File: src/rtl/ecc4_fix_pkg.sv
package ecc4_fix_pkg;

  localparam int NVAL        = 8;
  localparam int VAL_W       = 10;
  localparam int CODE_W      = NVAL * VAL_W;
  localparam int WORD_W      = 32;
  localparam int SECTOR      = 512;
  localparam int OFS_W       = $clog2(SECTOR);
  localparam int ADDR_BIAS   = SECTOR + 7;
  localparam logic [WORD_W-1:0] SYN_MASK  = 32'h03FF_03FF;
  localparam logic [WORD_W-1:0] KICK_WORD = 32'h0000_2000;

  typedef enum logic [3:0] {
    SEL_LOAD   = 4'd0,
    SEL_SYN0   = 4'd1,
    SEL_SYN1   = 4'd2,
    SEL_SYN2   = 4'd3,
    SEL_SYN3   = 4'd4,
    SEL_STAT   = 4'd5,
    SEL_CTRL   = 4'd6,
    SEL_ADDR_A = 4'd7,
    SEL_ADDR_B = 4'd8,
    SEL_VAL_A  = 4'd9,
    SEL_VAL_B  = 4'd10
  } eng_sel_e;

  function automatic logic [VAL_W-1:0] code_slice(input logic [CODE_W-1:0] bits, input int idx);
    return bits[idx*VAL_W +: VAL_W];
  endfunction

  function automatic logic syn_nonzero(input logic [WORD_W-1:0] w);
    return |(w & SYN_MASK);
  endfunction

  function automatic logic [3:0] stat_state(input logic [WORD_W-1:0] w);
    return w[11:8];
  endfunction

  function automatic logic [2:0] stat_errs(input logic [WORD_W-1:0] w);
    return {1'b0, w[17:16]} + 3'd1;
  endfunction

  function automatic logic [VAL_W-1:0] pick_addr(input logic [WORD_W-1:0] w, input logic upper);
    return upper ? w[25:16] : w[9:0];
  endfunction

  function automatic logic [7:0] pick_val(input logic [WORD_W-1:0] w, input logic upper);
    return upper ? w[23:16] : w[7:0];
  endfunction

endpackage

File: src/rtl/ecc4_code_unpack.sv
module ecc4_code_unpack
  import ecc4_fix_pkg::*;
(
  input  logic [CODE_W-1:0]       code_bits,
  input  logic [$clog2(NVAL)-1:0] idx,
  output logic [VAL_W-1:0]        value
);
  logic [VAL_W-1:0] vals [NVAL];

  for (genvar g = 0; g < NVAL; g++) begin : g_val
    assign vals[g] = code_slice(code_bits, g);
  end

  assign value = vals[idx];
endmodule

File: src/rtl/ecc4_settle_timer.sv
module ecc4_settle_timer #(
  parameter int LIMIT = 256
) (
  input  logic clk,
  input  logic rst_n,
  input  logic clear,
  input  logic run,
  output logic expired
);
  localparam int CW = $clog2(LIMIT + 1);
  localparam logic [CW-1:0] LIM = CW'(LIMIT);

  logic [CW-1:0] cnt;

  always_ff @(posedge clk or negedge rst_n) begin
    if (!rst_n)                 cnt <= '0;
    else if (clear)             cnt <= '0;
    else if (run && cnt < LIM)  cnt <= cnt + 1'b1;
  end

  assign expired = (cnt >= LIM);
endmodule

File: src/rtl/ecc4_err_map.sv
module ecc4_err_map
  import ecc4_fix_pkg::*;
(
  input  logic [VAL_W-1:0] err_addr,
  output logic [OFS_W-1:0] offset,
  output logic             in_sector
);
  localparam logic [VAL_W:0] BIAS = (VAL_W+1)'(ADDR_BIAS);
  localparam logic [VAL_W:0] LOW  = (VAL_W+1)'(ADDR_BIAS - SECTOR + 1);

  logic [VAL_W:0] diff;

  assign diff      = BIAS - {1'b0, err_addr};
  assign offset    = diff[OFS_W-1:0];
  assign in_sector = ({1'b0, err_addr} >= LOW) && ({1'b0, err_addr} <= BIAS);
endmodule

File: src/rtl/ecc4_fix_seq.sv
module ecc4_fix_seq
  import ecc4_fix_pkg::*;
#(
  parameter int SETTLE_LIMIT = 256
) (
  input  logic              clk,
  input  logic              rst_n,
  input  logic              start,
  input  logic [CODE_W-1:0] code_in,
  output logic              eng_req,
  output logic              eng_we,
  output logic [3:0]        eng_sel,
  output logic [WORD_W-1:0] eng_wdata,
  input  logic [WORD_W-1:0] eng_rdata,
  output logic              buf_we,
  output logic [OFS_W-1:0]  buf_addr,
  output logic [7:0]        buf_xor,
  output logic              done,
  output logic              fail,
  output logic [2:0]        fix_count
);
  localparam int IW = $clog2(NVAL);

  typedef enum logic [3:0] {
    S_IDLE, S_LOAD, S_SYN_RD, S_SYN_CAP, S_CLR, S_KICK,
    S_SET_RD, S_SET_CAP, S_POL_RD, S_POL_CAP,
    S_ADR_RD, S_ADR_CAP, S_VAL_RD, S_VAL_CAP, S_FIX, S_DONE
  } st_e;

  st_e               st_q;
  logic [CODE_W-1:0] code_q;
  logic [IW-1:0]     ld_idx;
  logic [1:0]        syn_k;
  logic              syn_nz;
  logic [1:0]        err_i;
  logic [2:0]        err_n;
  logic [VAL_W-1:0]  addr_q;
  logic [7:0]        val_q;
  logic [2:0]        cnt_q;
  logic              fail_q;

  // named internal events
  logic             load_wr;
  logic [VAL_W-1:0] load_val;
  logic [3:0]       settle_state;
  logic             settle_expired;
  logic             settle_exit;
  logic [OFS_W-1:0] fix_ofs;
  logic             fix_ok;
  logic             last_err;

  ecc4_code_unpack u_unpack (
    .code_bits (code_q),
    .idx       (ld_idx),
    .value     (load_val)
  );

  ecc4_settle_timer #(.LIMIT(SETTLE_LIMIT)) u_timer (
    .clk     (clk),
    .rst_n   (rst_n),
    .clear   (st_q == S_KICK),
    .run     (st_q == S_SET_RD || st_q == S_SET_CAP),
    .expired (settle_expired)
  );

  ecc4_err_map u_map (
    .err_addr  (addr_q),
    .offset    (fix_ofs),
    .in_sector (fix_ok)
  );

  assign load_wr      = (st_q == S_LOAD);
  assign settle_state = stat_state(eng_rdata);
  assign settle_exit  = (st_q == S_SET_CAP) && ((settle_state >= 4'd4) || settle_expired);
  assign last_err     = (({1'b0, err_i} + 3'd1) == err_n);

  // engine access decode
  always_comb begin
    eng_req   = 1'b0;
    eng_we    = 1'b0;
    eng_sel   = SEL_LOAD;
    eng_wdata = '0;
    unique case (st_q)
      S_LOAD: begin
        eng_req   = 1'b1;
        eng_we    = 1'b1;
        eng_sel   = SEL_LOAD;
        eng_wdata = {{(WORD_W-VAL_W){1'b0}}, load_val};
      end
      S_SYN_RD: begin
        eng_req = 1'b1;
        eng_sel = 4'(SEL_SYN0) + {2'b00, syn_k};
      end
      S_CLR: begin
        eng_req = 1'b1;
        eng_sel = SEL_ADDR_A;
      end
      S_KICK: begin
        eng_req   = 1'b1;
        eng_we    = 1'b1;
        eng_sel   = SEL_CTRL;
        eng_wdata = KICK_WORD;
      end
      S_SET_RD, S_POL_RD: begin
        eng_req = 1'b1;
        eng_sel = SEL_STAT;
      end
      S_ADR_RD: begin
        eng_req = 1'b1;
        eng_sel = err_i[1] ? SEL_ADDR_B : SEL_ADDR_A;
      end
      S_VAL_RD: begin
        eng_req = 1'b1;
        eng_sel = err_i[1] ? SEL_VAL_B : SEL_VAL_A;
      end
      default: ;
    endcase
  end

  assign buf_we    = (st_q == S_FIX) && fix_ok;
  assign buf_addr  = fix_ofs;
  assign buf_xor   = val_q;
  assign done      = (st_q == S_DONE);
  assign fail      = fail_q;
  assign fix_count = cnt_q;

  always_ff @(posedge clk or negedge rst_n) begin
    if (!rst_n) begin
      st_q   <= S_IDLE;
      code_q <= '0;
      ld_idx <= '0;
      syn_k  <= '0;
      syn_nz <= 1'b0;
      err_i  <= '0;
      err_n  <= '0;
      addr_q <= '0;
      val_q  <= '0;
      cnt_q  <= '0;
      fail_q <= 1'b0;
    end else begin
      unique case (st_q)
        S_IDLE: if (start) begin
          code_q <= code_in;
          ld_idx <= IW'(NVAL - 1);
          cnt_q  <= '0;
          fail_q <= 1'b0;
          st_q   <= S_LOAD;
        end
        S_LOAD: begin
          if (ld_idx == '0) begin
            syn_k  <= '0;
            syn_nz <= 1'b0;
            st_q   <= S_SYN_RD;
          end else begin
            ld_idx <= ld_idx - 1'b1;
          end
        end
        S_SYN_RD: st_q <= S_SYN_CAP;
        S_SYN_CAP: begin
          syn_nz <= syn_nz | syn_nonzero(eng_rdata);
          if (syn_k == 2'd3) begin
            st_q <= (syn_nz | syn_nonzero(eng_rdata)) ? S_CLR : S_DONE;
          end else begin
            syn_k <= syn_k + 1'b1;
            st_q  <= S_SYN_RD;
          end
        end
        S_CLR:    st_q <= S_KICK;
        S_KICK:   st_q <= S_SET_RD;
        S_SET_RD: st_q <= S_SET_CAP;
        S_SET_CAP: st_q <= settle_exit ? S_POL_RD : S_SET_RD;
        S_POL_RD: st_q <= S_POL_CAP;
        S_POL_CAP: begin
          unique case (settle_state)
            4'd0: st_q <= S_DONE;
            4'd1: begin
              fail_q <= 1'b1;
              st_q   <= S_DONE;
            end
            4'd2, 4'd3: begin
              err_n <= stat_errs(eng_rdata);
              err_i <= '0;
              st_q  <= S_ADR_RD;
            end
            default: st_q <= S_POL_RD;
          endcase
        end
        S_ADR_RD: st_q <= S_ADR_CAP;
        S_ADR_CAP: begin
          addr_q <= pick_addr(eng_rdata, err_i[0]);
          st_q   <= S_VAL_RD;
        end
        S_VAL_RD: st_q <= S_VAL_CAP;
        S_VAL_CAP: begin
          val_q <= pick_val(eng_rdata, err_i[0]);
          st_q  <= S_FIX;
        end
        S_FIX: begin
          if (fix_ok) cnt_q <= cnt_q + 1'b1;
          if (last_err) begin
            st_q <= S_DONE;
          end else begin
            err_i <= err_i + 1'b1;
            st_q  <= S_ADR_RD;
          end
        end
        S_DONE:  st_q <= S_IDLE;
        default: st_q <= S_IDLE;
      endcase
    end
  end
endmodule

File: config.mk
export PLATFORM = sky130hd
export DESIGN_NAME = ecc4_fix_seq
export DESIGN_NICKNAME = d
export VERILOG_FILES = /design/src/rtl/ecc4_fix_pkg.sv /design/src/rtl/ecc4_code_unpack.sv /design/src/rtl/ecc4_settle_timer.sv /design/src/rtl/ecc4_err_map.sv /design/src/rtl/ecc4_fix_seq.sv
export SDC_FILE = /design/constraint.sdc
export NUM_CORES = 1
export LEC_CHECK = 0
export BUFFER_PORTS_ARGS = -buffer_cell sky130_fd_sc_hd__buf_2
export CORE_MARGIN = 4
export CORE_UTILIZATION = 35
export CTS_BUF_LIST = sky130_fd_sc_hd__clkbuf_4 sky130_fd_sc_hd__clkbuf_8
export DETAILED_ROUTE_END_ITERATION = 10
export GPL_ROUTABILITY_DRIVEN = 0
export GPL_TIMING_DRIVEN = 0
export PLACE_DENSITY = 0.55
export RECOVER_POWER = 100
export SETUP_SLACK_MARGIN = 0.05
export SYNTH_ARGS = -nofsm -noshare
export SYNTH_HDL_FRONTEND = slang
export SYNTH_SLANG_ARGS = --single-unit
File: constraint.sdc
create_clock -name clk -period 2.35 [get_ports clk]
set_input_delay 0.235 -clock clk [delete_from_list [all_inputs] [get_ports clk]]
set_output_delay 0.235 -clock clk [all_outputs]
set_load 0.05 [all_outputs]
==> results of run 1 <==
report_power, final:
group / switching (mW) / internal, mW
registers: 0.602 / 3.18
clock network: 0.944 / 1.00
logic: 3.40 / 2.65
routing by layer:
layer  track usage  part of all wire
met3       0.05291             0.069
met2        0.2883              0.49
met5             0            0.0015
met1        0.2114              0.43
met4       0.03766            0.0072
logic make-up (layout without fill, tap and decap cells):
| logic type | Yosys count | count (layout) |
|---|---|---|
| flip-flops | 126 | 126 |
| multiplexers | 125 | 125 |
| buffers and inverters | 68 | 305 |
| other | 1 | 21 |
| XOR/XNOR | 15 | 15 |
| AND/OR/NAND/NOR | 127 | 127 |
| adder cells (fa/ha/maj) | 10 | 10 |
| AO/OA/AOI/OAI | 59 | 59 |
worst min-delay path by stage:
stage               slack [ns]   startpoint         end
CTS                     0.0007   code_in[6]   code_q[6]
detailed placement        0.22        rst_n    syn_k[1]
finish                    0.03  code_in[35]  code_q[35]
floorplan                -0.06        rst_n   addr_q[0]
global placement          0.46   buf_xor[7]  buf_xor[7]
global route            0.0001  code_in[75]  code_q[75]
synthesized netlist by cell type (3+ instances only):
master | number | share of area
sky130_fd_sc_hd__dfrtp_1 | 126 | 0.49
sky130_fd_sc_hd__mux2_2 | 83 | 0.14
sky130_fd_sc_hd__nand2_1 | 36 | 0.021
sky130_fd_sc_hd__nor2_1 | 32 | 0.019
sky130_fd_sc_hd__o21ai_0 | 27 | 0.021
sky130_fd_sc_hd__buf_4 | 23 | 0.027
sky130_fd_sc_hd__mux2i_1 | 22 | 0.034
sky130_fd_sc_hd__mux4_2 | 20 | 0.070
sky130_fd_sc_hd__inv_1 | 14 | 0.0081
sky130_fd_sc_hd__clkbuf_1 | 11 | 0.0064
sky130_fd_sc_hd__buf_2 | 10 | 0.0077
sky130_fd_sc_hd__ha_1 | 10 | 0.019
sky130_fd_sc_hd__nand4_1 | 9 | 0.0087
sky130_fd_sc_hd__xor2_1 | 9 | 0.012
sky130_fd_sc_hd__a21oi_1 | 8 | 0.0062
sky130_fd_sc_hd__nor2b_1 | 7 | 0.0068
sky130_fd_sc_hd__nor3_1 | 7 | 0.0054
sky130_fd_sc_hd__buf_6 | 6 | 0.010
sky130_fd_sc_hd__nand3_1 | 6 | 0.0046
sky130_fd_sc_hd__xnor2_1 | 6 | 0.0081
sky130_fd_sc_hd__nor4_1 | 4 | 0.0039
sky130_fd_sc_hd__a31oi_1 | 3 | 0.0029
sky130_fd_sc_hd__and3_1 | 3 | 0.0029
sky130_fd_sc_hd__buf_1 | 3 | 0.0017
sky130_fd_sc_hd__o22ai_1 | 3 | 0.0029
sky130_fd_sc_hd__o31a_1 | 3 | 0.0041
cell type report:
| type | instances | area [µm²] |
|---|---|---|
| timing repair buffer | 206 | 1383 |
| clock buffer | 19 | 255.2 |
| clock inverter | 13 | 152.6 |
| sequential | 126 | 3154 |
| fill | 1666 | 9298 |
| buffer | 52 | 425.4 |
| multi-input combinational | 357 | 3073 |
| inverter | 15 | 58.81 |
| tap | 229 | 286.5 |
flip-flops by register name, indices dropped and copies added, names as in the netlist, 2 cells and up:
signal / count
buf_xor: 8
err_i: 2
syn_k: 2
addr_q: 10
fix_count: 3
ld_idx: 3
err_n: 3
code_q: 80
st_q: 4
u_timer.cnt: 9
metrics by stage:
step	instances	util	TNS, ns	cell area (µm²)	hold slack (ns)
after global routing	1017	0.4859	-1.106	8788	0.0001441
after global placement	924	0.4177	-75.60	7555	0.4577
after floorplan	551	-	0	6548	-0.06059
final	1017	0.4859	0	8788	0.02828
after detailed placement	925	0.4196	0	7589	0.2185
after CTS	1012	0.4818	0	8715	0.0006851
worst max-delay path, cell delays in order, from the launching register on:
cell and delay (ns):
sky130_fd_sc_hd__dfrtp_1 0.41, sky130_fd_sc_hd__or3_4 0.40, sky130_fd_sc_hd__or4_4 0.54, sky130_fd_sc_hd__nand3_4 0.12, sky130_fd_sc_hd__inv_4 0.05, sky130_fd_sc_hd__buf_8 0.14
timing repair:
| action | in CTS | in global routing |
|---|---|---|
| resized for setup | 59 | 34 |
| hold buffers | 48 | 0 |
| gates cloned | 0 | 2 |
| pin swaps | 3 | 2 |
| endpoints found under the hold margin | 97 | 0 |
| setup buffers | 8 | 3 |
| setup endpoints to repair | 16 | 16 |
==> flow_summary.rst, run 1 <==
.. list-table::
   :header-rows: 1

   * - Metric
     - Value
   * - Detailed Routing Iterations Pass 1
     - 4
   * - Final-report max-slew violation count
     - 0
   * - Clock latency on the worst-skew pair
     - 0.44 ns
   * - Reg-to-reg startpoint
     - st_q[2]
   * - Most common library cell in the layout ignoring fill and taps
     - sky130_fd_sc_hd__dfrtp_1
   * - Number of cells produced by synthesis
     - 531
   * - Count of flip-flops with a built-in enable after synthesis
     - 0
   * - # diodes
     - 0
   * - Path depth of the worst reg2reg path
     - 6
   * - Remaining global-route overflow
     - 0
   * - Pwr dens
     - 1340 mW/mm²
   * - Kind of start point of the critical path
     - flip-flop
   * - Warnings, synthesis
     - 0
   * - Maximum fanout count along the critical path
     - 3
   * - Via density
     - 4.914
   * - Num ports
     - ~180
   * - Clk_skew
     - 0.01600 ns
   * - Residual antenna-violating net count after detailed routing
     - 0
   * - Number of rows created at floorplan
     - 49
   * - Half-perimeter wire length after detailed placement
     - 12.70 mm
   * - Post-synthesis sequential area ratio
     - 0.4880
   * - Area share of fa/ha/maj cells after synthesis
     - 0.01936
   * - Top flip-flop cell by instance count after synthesis
     - sky130_fd_sc_hd__dfrtp_1
   * - Initial core utilization
     - 0.3572
   * - Minimum setup slack among reg-to-reg paths
     - 0.07 ns
   * - Setup repair after global routing missed its margin
     - true
   * - Total CTS buffers
     - 17
   * - First-pass GRT wire length
     - 26.82 mm
   * - Depth of the worst hold-timing path
     - 2
   * - Complex-gate fraction of the synthesized area
     - 0.05674
   * - Critical Path Start
     - addr_q[7]
   * - Core footprint
     - 0.01809 mm²
   * - Slew at the pin closest to its max-slew limit
     - approximately 1.3 ns
   * - Final Hold Viols
     - 0
   * - Number of levels in the clock H-tree
     - 4
   * - Type of the worst min-delay path
     - input pin to flip-flop
   * - Die outline height
     - 143.9 µm
   * - Run status
     - complete, no violations
   * - Most frequent cells in the layout
     - 125 x sky130_fd_sc_hd__dfrtp_1, 106 x sky130_fd_sc_hd__buf_2, 83 x sky130_fd_sc_hd__mux2_2
   * - Routed vias
     - 4998
   * - Clock-pin slew reported for the worst setup and hold paths after clock tree synthesis
     - 0.08 ns
   * - Worst slack, placed
     - 0.1147 ns
   * - Setup crit end
     - buf_we
   * - Number of antenna violations at the first check in global routing
     - 2
   * - Count of nets after finishing
     - 900
   * - Data required time of the worst path
     - approximately 2.1 ns
   * - Worst path setup slack after routing
     - ~0.023 ns
   * - Iteration-0 DRC count of the detailed router
     - 247
   * - Ratio of final minimum period to clock period
     - 0.9904
   * - Final routed DRC violation total
     - 0
   * - Fraction of layout cells with a size suffix above 1
     - 0.4378
   * - Simple-gate share of the synthesized area
     - 0.1048
   * - Worst R2R End
     - code_q[36]
   * - Global router's overall resource usage
     - 0.1692
   * - Vias in the first global route
     - 5079
   * - Pin count of the biggest net entering global routing
     - 77
   * - Area of the die
     - 0.02070 mm²
   * - XOR/XNOR Fraction of Synth Area
     - 0.02033
   * - Clock tree root buffer cell
     - sky130_fd_sc_hd__clkbuf_8
   * - Number of buffers on the longest clock path
     - 2
   * - Multiplexer fraction of the synthesized cell area
     - 0.2485
   * - Total of endpoints with negative setup slack in the final report
     - 0
   * - Mean cell area of the mapped netlist
     - 12.17 µm²
   * - Synthesis-to-finish area growth
     - 36.02%
   * - Netlist cell types
     - 59
   * - Wire length after detailed routing
     - 17.45 mm
   * - Flop and latch count out of synthesis
     - 126
   * - Post-DR wirelength/cell
     - about 17 µm
   * - Number of maximum-capacitance violations
     - 0
   * - Leakage
     - 4.107 nW
   * - Count of clock tree sinks
     - 126
   * - IR drop worst, VDD
     - 0.5990 mV
   * - Shortest clock period the worst path allows after layout
     - 2.327 ns
   * - Number of port buffers
     - 144
   * - Async set-or-reset flop fraction in the synthesized netlist
     - 1.000
   * - Total Power
     - ~12 mW
   * - Highest Clock Rate
     - ~430 MHz
   * - Main combinational cell family by area after synthesis
     - multiplexers
   * - Post-synthesis cell area
     - between 0.006 and 0.007 mm²
   * - Worst setup path category
     - flip-flop to output port
   * - Worst max-slew margin expressed relative to the limit
     - 0.1266
   * - Arrival time reported for the critical path endpoint
     - 2.09 ns
   * - Endpoint type of the worst setup path
     - output port
   * - Clock tree from TritonCTS
     - yes
   * - Horizontal extent of the die
     - 143.9 µm
(Power assumes the default switching activity.)
==> run 2, diff against run 1 <==
--- a/config.mk
+++ b/config.mk
@@ -17,4 +17,5 @@
 export SETUP_SLACK_MARGIN = 0.05
 export SYNTH_ARGS = -nofsm -noshare
 export SYNTH_HDL_FRONTEND = slang
+export SYNTH_HIERARCHICAL = 1
 export SYNTH_SLANG_ARGS = --single-unit
==> flow_summary.rst, run 2 <==
.. list-table::
   :header-rows: 1

   * - Metric
     - Value
   * - Iteration-0 DRC count of the detailed router
     - 341 (was 247)
   * - Final routed DRC violation total
     - 0 (unchanged)
   * - Biggest register
     - code_q (unchanged)
   * - Total CTS buffers
     - 17 (unchanged)
   * - Routed vias
     - 5280 (was 4998)
   * - Via density
     - 4.903 (was 4.914)
   * - Total Power
     - 12.35 mW (was 11.77 mW)
   * - Utilization of the core after routing
     - 0.4763 (was 0.4859)
   * - Number of maximum-capacitance violations
     - 1 (was 0)
   * - Library cell occupying the most area in the post-synthesis netlist
     - sky130_fd_sc_hd__dfrtp_1 (unchanged)
   * - Leakage
     - 4.557 nW (was 4.107 nW)
   * - Area share of fa/ha/maj cells after synthesis
     - 0.01974 (was 0.01936)
   * - Largest incremental delay on the critical path
     - 0.59 ns (was 0.54 ns)
   * - Flop and latch count out of synthesis
     - 126 (unchanged)
   * - Slew at the pin closest to its max-slew limit
     - 1.654 ns (was 1.310 ns)
   * - Async set-or-reset flop fraction in the synthesized netlist
     - 1.000 (unchanged)
   * - Clock-pin slew reported for the worst setup and hold paths after clock tree synthesis
     - 0.08 ns (about the same)
   * - Number of port buffers
     - 144 (unchanged)
   * - Number of buffers on the longest clock path
     - 2 (unchanged)
   * - Total of endpoints with negative setup slack in the final report
     - 15 (was 0)
   * - Clock latency on the worst-skew pair
     - 0.44 ns (about the same)
   * - Final-report max-slew violation count
     - 27 (was 0)
   * - First-pass GRT wire length
     - 30.10 mm (was 26.82 mm)
   * - Residual antenna-violating net count after detailed routing
     - 0 (unchanged)
   * - Top post-synthesis cells by count
     - 126 x sky130_fd_sc_hd__dfrtp_1, 78 x sky130_fd_sc_hd__mux2_4, 33 x sky130_fd_sc_hd__nand2_1, 25 x sky130_fd_sc_hd__nor2_1 (was 126 x sky130_fd_sc_hd__dfrtp_1, 83 x sky130_fd_sc_hd__mux2_2, 36 x sky130_fd_sc_hd__nand2_1, 32 x sky130_fd_sc_hd__nor2_1, 27 x sky130_fd_sc_hd__o21ai_0)
   * - Count leader, synth
     - sky130_fd_sc_hd__dfrtp_1 (unchanged)
   * - Pwr dens
     - 1328 mW/mm² (was 1340 mW/mm²)
   * - Run status
     - complete, but fails checks (was complete, no violations)
   * - Netlist cell types
     - 60 (was 59)
   * - Clock tree root buffer cell
     - sky130_fd_sc_hd__clkbuf_8 (unchanged)
   * - Wire length after detailed routing
     - 19.10 mm (was 17.45 mm)
   * - Combinational cell fraction of total power
     - 0.545 (was 0.514)
   * - Worst max-slew margin expressed relative to the limit
     - -0.1029 (was 0.1266)
   * - Dominant delay contributor by cell family on the critical path
     - multiplexers (was simple AND/OR/NAND/NOR gates)
   * - Count of flip-flops with a built-in enable after synthesis
     - 0 (unchanged)
   * - Flip-flop count of the largest register, all copies and words added
     - 80 (unchanged)
   * - # diodes
     - 0 (unchanged)
   * - Mean cell area of the mapped netlist
     - 12.94 µm² (was 12.17 µm²)
   * - Die outline height
     - 149.1 µm (was 143.9 µm)
   * - Area of the die
     - 0.02224 mm² (was 0.02070 mm²)
   * - Number of antenna violations at the first check in global routing
     - 0 (was 2)
   * - Post-DR wirelength/cell
     - 17.73 µm (was 17.16 µm)
   * - Data required time of the worst path
     - 2.12 ns (about the same)
   * - Type of the worst min-delay path
     - input pin to flip-flop (unchanged)
   * - Main combinational cell family by area after synthesis
     - multiplexers (unchanged)
   * - Worst slack, placed
     - 0.03649 ns (was 0.1147 ns)
   * - Arrival time reported for the critical path endpoint
     - 2.24 ns (was 2.09 ns)
   * - Post-synthesis cell area
     - 0.006973 mm² (was 0.006461 mm²)
   * - Post-synthesis sequential area ratio
     - 0.4522 (was 0.4880)
   * - Worst path setup slack after routing
     - -0.1258 ns (was 0.02256 ns)
   * - Number of levels in the clock H-tree
     - 4 (unchanged)
   * - Complex-gate fraction of the synthesized area
     - 0.06460 (was 0.05674)
   * - Remaining global-route overflow
     - 0 (unchanged)
   * - Ratio of final minimum period to clock period
     - 1.054 (was 0.9904)
   * - Clk_skew
     - 0.01383 ns (was 0.01600 ns)
   * - Core footprint
     - 0.01953 mm² (was 0.01809 mm²)
   * - Warnings, synthesis
     - 6 (was 0)
   * - Most common library cell in the layout ignoring fill and taps
     - sky130_fd_sc_hd__dfrtp_1 (unchanged)
   * - Highest Clock Rate
     - 403.9 MHz (was 429.7 MHz)
   * - Multiplexer fraction of the synthesized cell area
     - 0.2878 (was 0.2485)
   * - Most frequent cells in the layout
     - 124 x sky130_fd_sc_hd__dfrtp_1, 111 x sky130_fd_sc_hd__buf_2, 84 x sky130_fd_sc_hd__mux2_4 (was 125 x sky130_fd_sc_hd__dfrtp_1, 106 x sky130_fd_sc_hd__buf_2, 83 x sky130_fd_sc_hd__mux2_2)
   * - XOR/XNOR Fraction of Synth Area
     - 0.01130 (was 0.02033)
   * - Sw Share
     - 0.4213 (was 0.4202)
   * - Vias in the first global route
     - 5494 (was 5079)
   * - Clock tree from TritonCTS
     - yes (unchanged)
   * - Top post-synthesis cells by area
     - sky130_fd_sc_hd__dfrtp_1 45%, sky130_fd_sc_hd__mux2_4 17%, sky130_fd_sc_hd__mux4_1 7.5% (was sky130_fd_sc_hd__dfrtp_1 49%, sky130_fd_sc_hd__mux2_2 14%, sky130_fd_sc_hd__mux4_2 7.0%)
   * - Critical path's slowest cell
     - sky130_fd_sc_hd__mux4_1 (was sky130_fd_sc_hd__or4_4)
   * - Horizontal extent of the die
     - 149.1 µm (was 143.9 µm)
   * - Shortest clock period the worst path allows after layout
     - 2.476 ns (was 2.327 ns)
   * - Initial core utilization
     - 0.3571 (was 0.3572)
   * - Count of nets after finishing
     - 925 (was 900)
   * - Count of clock tree sinks
     - 126 (unchanged)
   * - Violated checks
     - max-capacitance violations, max-slew violations, negative setup slack
   * - Number of cells produced by synthesis
     - 539 (was 531)
   * - Clock power share
     - 0.142 (was 0.166)
   * - Sequential fraction of design power
     - 0.313 (was 0.321)
   * - Biggest registers after layout
     - code_q x80, addr_q x10, u_timer/cnt x9 (was code_q x80, addr_q x10, u_timer.cnt x9)
   * - Detailed Routing Iterations Pass 1
     - 5 (was 4)
   * - Simple-gate share of the synthesized area
     - 0.09905 (was 0.1048)
   * - Half-perimeter wire length after detailed placement
     - 13.17 mm (was 12.70 mm)
   * - Pin count of the biggest net entering global routing
     - 101 (was 77)
   * - Maximum fanout count along the critical path
     - 10 (was 3)
   * - Num ports
     - 176 (unchanged)
   * - Endpoint type of the worst setup path
     - output port (unchanged)
   * - IR drop worst, VDD
     - 0.6637 mV (was 0.5990 mV)
   * - Top flip-flop cell by instance count after synthesis
     - sky130_fd_sc_hd__dfrtp_1 (unchanged)
   * - Switching power summed over all nets
     - 5.202 mW (was 4.947 mW)
   * - Worst setup path category
     - flip-flop to output port (unchanged)
   * - Setup repair after global routing missed its margin
     - true (unchanged)
   * - Number of rows created at floorplan
     - 51 (was 49)
   * - Cell Chain, Critical Path
     - buf_12 > mux4_1 > mux2_2 > and3_1 > buf_6 (was or3_4 > or4_4 > nand3_4 > inv_4 > buf_8)
   * - Kind of start point of the critical path
     - flip-flop (unchanged)
   * - Area share of the leading cell type in the synthesized netlist
     - 0.4522 (was 0.4880)
   * - Global router's overall resource usage
     - 0.1733 (was 0.1692)
   * - Combined buffer and inverter count along the critical path
     - 2 (unchanged)
   * - Synthesis-to-finish area growth
     - 33.38% (was 36.02%)
   * - Final Hold Viols
     - 0 (unchanged)
   * - Internal power consumption
     - 7.145 mW (was 6.827 mW)
   * - Fraction of layout cells with a size suffix above 1
     - 0.4212 (was 0.4378)
==> run 2: cell types whose count changed after synthesis, sizes merged, moves of 3 or more <==
| cell | change |
|---|---|
| a211oi | +3 |
| a21oi | +11 |
| and3 | +7 |
| mux2 | +11 |
| mux2i | -9 |
| nand2b | +8 |
| nand4 | -5 |
| nor2 | -7 |
| nor2b | -4 |
| o21ai | -5 |
| xor2 | -4 |
==> run 2: per-layer routing <==
| metal | track usage | up-vias | share of wire |
|---|---|---|---|
| met4 | 0.04668 | 0 | 0.011 |
| li1 | - | 2435 | - |
| met2 | 0.2856 | 206 | 0.48 |
| met3 | 0.04072 | 19 | 0.062 |
| met5 | 0 | - | 0 |
| met1 | 0.2305 | 2620 | 0.45 |
==> run 2: worst paths after layout <==
| kind | from | to | slack, ns | depth (start not counted) |
|---|---|---|---|---|
| setup / recovery | ld_idx[0] | eng_wdata[4] | -0.13 | 5 |
| hold / removal | code_in[75] | code_q[75] | 0.04 | 2 |
| setup reg to reg | st_q[3] | code_q[25] | -0.01 | 5 |
| hold reg to reg | buf_xor[6] | buf_xor[6] | 0.50 | 2 |
| max in group asynchronous | rst_n | ld_idx[0] | 0.35 | 3 |
| min in group asynchronous | rst_n | err_n[0] | 0.75 | 2 |
==> run 2: repair_timing <==
action,CTS,global route
setup endpoints to repair,16,17
pin swaps,2,2
hold buffers,66,0
hold endpoints to repair,91,0
resized for setup,61,32
buffers inserted,7,3
==> run 2: cell families after synthesis <==
group                      after synthesis
muxes                                  127
DFF                                    126
and+or+nand+nor                        122
AOI/OAI and AO/OA                       72
buffers and inverters                   71
adders and majority gates               11
xor gates and xnor gates                 9
other                                    1
==> run 2: through the flow <==
step                hold WS, ns  setup TNS (ns)  instance area (µm²)  std cells
floorplan              -0.06059               0                 7054        559
global placement         0.4647          -74.67                 8107        968
detailed placement       0.1233               0                 8140        969
CTS                   0.0005094          -1.431                 9300       1074
global route           0.006461          -8.060                 9300       1077
finish                  0.04312         -0.5336                 9300       1077
==> run 2: area by class of cell <==
type                    instances  area, µm²
plain buffers                  53      396.6
clock buffers                  18      247.7
clock inverters                14      110.1
fillers                      1852      10230
inverters                      18      81.33
multi-input cells             362       3432
flip-flops and latches        126       3156
well taps                     265      331.6
repair buffers                221       1545
==> run 2: power groups by stage <==
stage / registers (mW) / clock network (mW) / logic (mW)
after floorplan: 4.00 / 0 / 4.53
after global placement: 3.82 / 0 / 6.07
after detailed placement: 3.89 / 0 / 6.16
after CTS: 3.88 / 1.81 / 6.64
after global routing: 3.99 / 1.92 / 7.17
final: 3.87 / 1.75 / 6.73
==> run 3, diff against run 2 <==
--- a/config.mk
+++ b/config.mk
@@ -12,7 +12,6 @@
 export DETAILED_ROUTE_END_ITERATION = 10
 export GPL_ROUTABILITY_DRIVEN = 0
 export GPL_TIMING_DRIVEN = 0
-export PLACE_DENSITY = 0.55
 export RECOVER_POWER = 100
 export SETUP_SLACK_MARGIN = 0.05
 export SYNTH_ARGS = -nofsm -noshare
==> flow_summary.rst, run 3 (same netlist as run 2, synthesis figures left out) <==
.. list-table::
   :header-rows: 1

   * - Metric
     - Value
   * - Cell area after layout
     - 0.008820 mm² (was 0.009300 mm²)
   * - IR drop worst, VDD
     - 0.7864 mV (was 0.6637 mV)
   * - Path depth of the worst reg2reg path
     - 4 (was 5)
   * - Final-report max-slew violation count
     - 0 (was 27)
   * - Shortest clock period the worst path allows after layout
     - 2.480 ns (was 2.476 ns)
   * - Startpoint of the lowest-slack hold path
     - code_in[10] (was code_in[75])
   * - Core footprint
     - 0.01953 mm² (unchanged)
   * - Count of clock tree sinks
     - 126 (unchanged)
   * - Number of standard cells in the final layout excluding fillers
     - 1049 (was 1077)
   * - Clock power share
     - 0.172 (was 0.142)
   * - Highest Clock Rate
     - 403.3 MHz (was 403.9 MHz)
   * - Post-DR wirelength/cell
     - 17.09 µm (was 17.73 µm)
   * - Clock tree root buffer cell
     - sky130_fd_sc_hd__clkbuf_8 (unchanged)
   * - Clk_skew
     - 0.01579 ns (was 0.01383 ns)
   * - First-pass GRT wire length
     - 28.21 mm (was 30.10 mm)
   * - Worst path setup slack after routing
     - -0.1296 ns (was -0.1258 ns)
   * - Half-perimeter wire length after detailed placement
     - 12.73 mm (was 13.17 mm)
   * - Num ports
     - 176 (unchanged)
   * - Detailed Routing Iterations Pass 1
     - 7 (was 5)
   * - Ratio of final minimum period to clock period
     - 1.055 (was 1.054)
   * - # diodes
     - 0 (unchanged)
   * - Kind of start point of the critical path
     - flip-flop (unchanged)
   * - Type of the worst min-delay path
     - input pin to flip-flop (unchanged)
   * - Worst max-slew margin expressed relative to the limit
     - 0.3315 (was -0.1029)
   * - Vias in the first global route
     - 5176 (was 5494)
   * - Count of nets after finishing
     - 897 (was 925)
   * - Most frequent cells in the layout
     - 125 x sky130_fd_sc_hd__dfrtp_1, 114 x sky130_fd_sc_hd__buf_2, 68 x sky130_fd_sc_hd__mux2_1 (was 124 x sky130_fd_sc_hd__dfrtp_1, 111 x sky130_fd_sc_hd__buf_2, 84 x sky130_fd_sc_hd__mux2_4)
   * - Clock-pin slew reported for the worst setup and hold paths after clock tree synthesis
     - 0.08 ns (about the same)
   * - Remaining global-route overflow
     - 0 (unchanged)
   * - Biggest register
     - code_q (unchanged)
   * - Switching power summed over all nets
     - 5.050 mW (was 5.202 mW)
   * - Global router's overall resource usage
     - 0.1631 (was 0.1733)
   * - Endpoint type of the worst setup path
     - output port (unchanged)
   * - Routed vias
     - 5023 (was 5280)
   * - Number of buffers on the longest clock path
     - 2 (unchanged)
   * - Sw Share
     - 0.4251 (was 0.4213)
   * - Iteration-0 DRC count of the detailed router
     - 326 (was 341)
   * - Number of rows created at floorplan
     - 51 (unchanged)
   * - Total Negative Setup Slacks
     - -0.8644 ns (was -0.5336 ns)
   * - Combinational cell fraction of total power
     - 0.502 (was 0.545)
   * - Initial core utilization
     - 0.3571 (unchanged)
   * - Reg-to-reg startpoint
     - st_q[3] (unchanged)
   * - Horizontal extent of the die
     - 149.1 µm (unchanged)
   * - Worst setup path category
     - flip-flop to output port (unchanged)
   * - Depth of the worst hold-timing path
     - 2 (unchanged)
   * - Total of endpoints with negative setup slack in the final report
     - 11 (was 15)
   * - Final Hold Viols
     - 0 (unchanged)
   * - Total CTS buffers
     - 17 (unchanged)
   * - Leakage
     - 4.173 nW (was 4.557 nW)
   * - Number of maximum-capacitance violations
     - 0 (was 1)
   * - Slew at the pin closest to its max-slew limit
     - 1.003 ns (was 1.654 ns)
   * - Sequential fraction of design power
     - 0.326 (was 0.313)
   * - Number of placed instances with taps included
     - 969 (unchanged)
   * - Clock latency on the worst-skew pair
     - 0.44 ns (about the same)
   * - Fraction of layout cells with a size suffix above 1
     - 0.3469 (was 0.4212)
   * - Via density
     - 4.788 (was 4.903)
   * - Flip-flop count of the largest register, all copies and words added
     - 80 (unchanged)
   * - Number of levels in the clock H-tree
     - 4 (unchanged)
   * - Final routed DRC violation total
     - 0 (unchanged)
   * - Area of the die
     - 0.02224 mm² (unchanged)
   * - Maximum fanout count along the critical path
     - 10 (unchanged)
   * - Die outline height
     - 149.1 µm (unchanged)
   * - Data required time of the worst path
     - 2.12 ns (about the same)
   * - Internal power consumption
     - 6.830 mW (was 7.145 mW)
   * - Synthesis-to-finish area growth
     - 26.48% (was 33.38%)
   * - Utilization of the core after routing
     - 0.4517 (was 0.4763)
   * - Post-DP Area
     - 0.008140 mm² (unchanged)
   * - Total Power
     - 11.88 mW (was 12.35 mW)
   * - Violated checks
     - negative setup slack (was max-capacitance violations, max-slew violations, negative setup slack)
   * - Pin count of the biggest net entering global routing
     - 88 (was 101)
   * - Wire length after detailed routing
     - 17.93 mm (was 19.10 mm)
   * - Number of antenna violations at the first check in global routing
     - 0 (unchanged)
   * - Setup repair after global routing missed its margin
     - true (unchanged)
   * - Run status
     - complete, but fails checks (unchanged)
   * - Most common library cell in the layout ignoring fill and taps
     - sky130_fd_sc_hd__dfrtp_1 (unchanged)
   * - Critical Path Start
     - ld_idx[0] (unchanged)
   * - Biggest registers after layout
     - code_q x80, addr_q x10, u_timer/cnt x9 (unchanged)
   * - Number of port buffers
     - 144 (unchanged)
   * - Residual antenna-violating net count after detailed routing
     - 0 (unchanged)
   * - Clock tree from TritonCTS
     - yes (unchanged)
   * - Pwr dens
     - 1347 mW/mm² (was 1328 mW/mm²)
   * - Arrival time reported for the critical path endpoint
     - 2.24 ns (about the same)
-- run 3: stage by stage --
stage	worst slack (ns)	hold WS (ns)
after global routing	-0.1910	-0.01109
after global placement	-0.7155	0.4644
after detailed placement	0.05135	0.1714
after floorplan	0.1153	-0.06059
final	-0.1296	0.01680
after CTS	-0.1704	0.0004277
-- run 3: power by group through the flow --
stage	clock [mW]	combinational, mW	sequential (mW)
after global routing	2.21	6.44	4.01
after CTS	2.13	6.50	3.89
final	2.05	5.96	3.87
after detailed placement	0	6.12	3.89
after floorplan	0	4.53	4.00
after global placement	0	6.05	3.88
-- run 3: worst max-delay path: stages, from the launching register on --
cell and delay, ns:
sky130_fd_sc_hd__dfrtp_2 0.44, sky130_fd_sc_hd__buf_12 0.17, sky130_fd_sc_hd__mux4_1 0.59, sky130_fd_sc_hd__mux2_2 0.27, sky130_fd_sc_hd__and3_1 0.17, sky130_fd_sc_hd__buf_6 0.16
-- run 3: path summary, 6_finish.rpt --
path	end	slack, ns
worst max-delay path	eng_wdata[9]	-0.13
worst min-delay path	code_q[10]	0.02
worst max register to register	code_q[74]	0.22
worst min register to register	buf_xor[5]	0.48
max in group asynchronous	ld_idx[0]	0.49
min in group asynchronous	code_q[26]	0.50
-- run 3: final cells by class --
cell class / count / area [µm²]
inverters: 18 / 81.33
plain buffers: 53 / 357.8
clock buffers: 18 / 241.5
multi-input cells: 362 / 3198
well taps: 265 / 331.6
repair buffers: 193 / 1271
fillers: 1862 / 10710
flip-flops and latches: 126 / 3154
clock inverters: 14 / 183.9
-- run 3: metal layers --
| metal | global-route usage | part of all wire | vias up |
|---|---|---|---|
| met1 | 0.2242 | 0.45 | 2443 |
| li1 | - | - | 2377 |
| met3 | 0.03829 | 0.068 | 10 |
| met5 | 0 | 0 | - |
| met2 | 0.2632 | 0.47 | 193 |
| met4 | 0.03844 | 0.0069 | 0 |
-- run 3: what timing repair did --
action | in CTS | in global routing
hold buffers | 41 | 1
setup buffers | 5 | 1
resized for setup | 59 | 24
endpoints found under the setup margin | 15 | 16
pin swaps | 5 | 2
hold endpoints to repair | 79 | 1
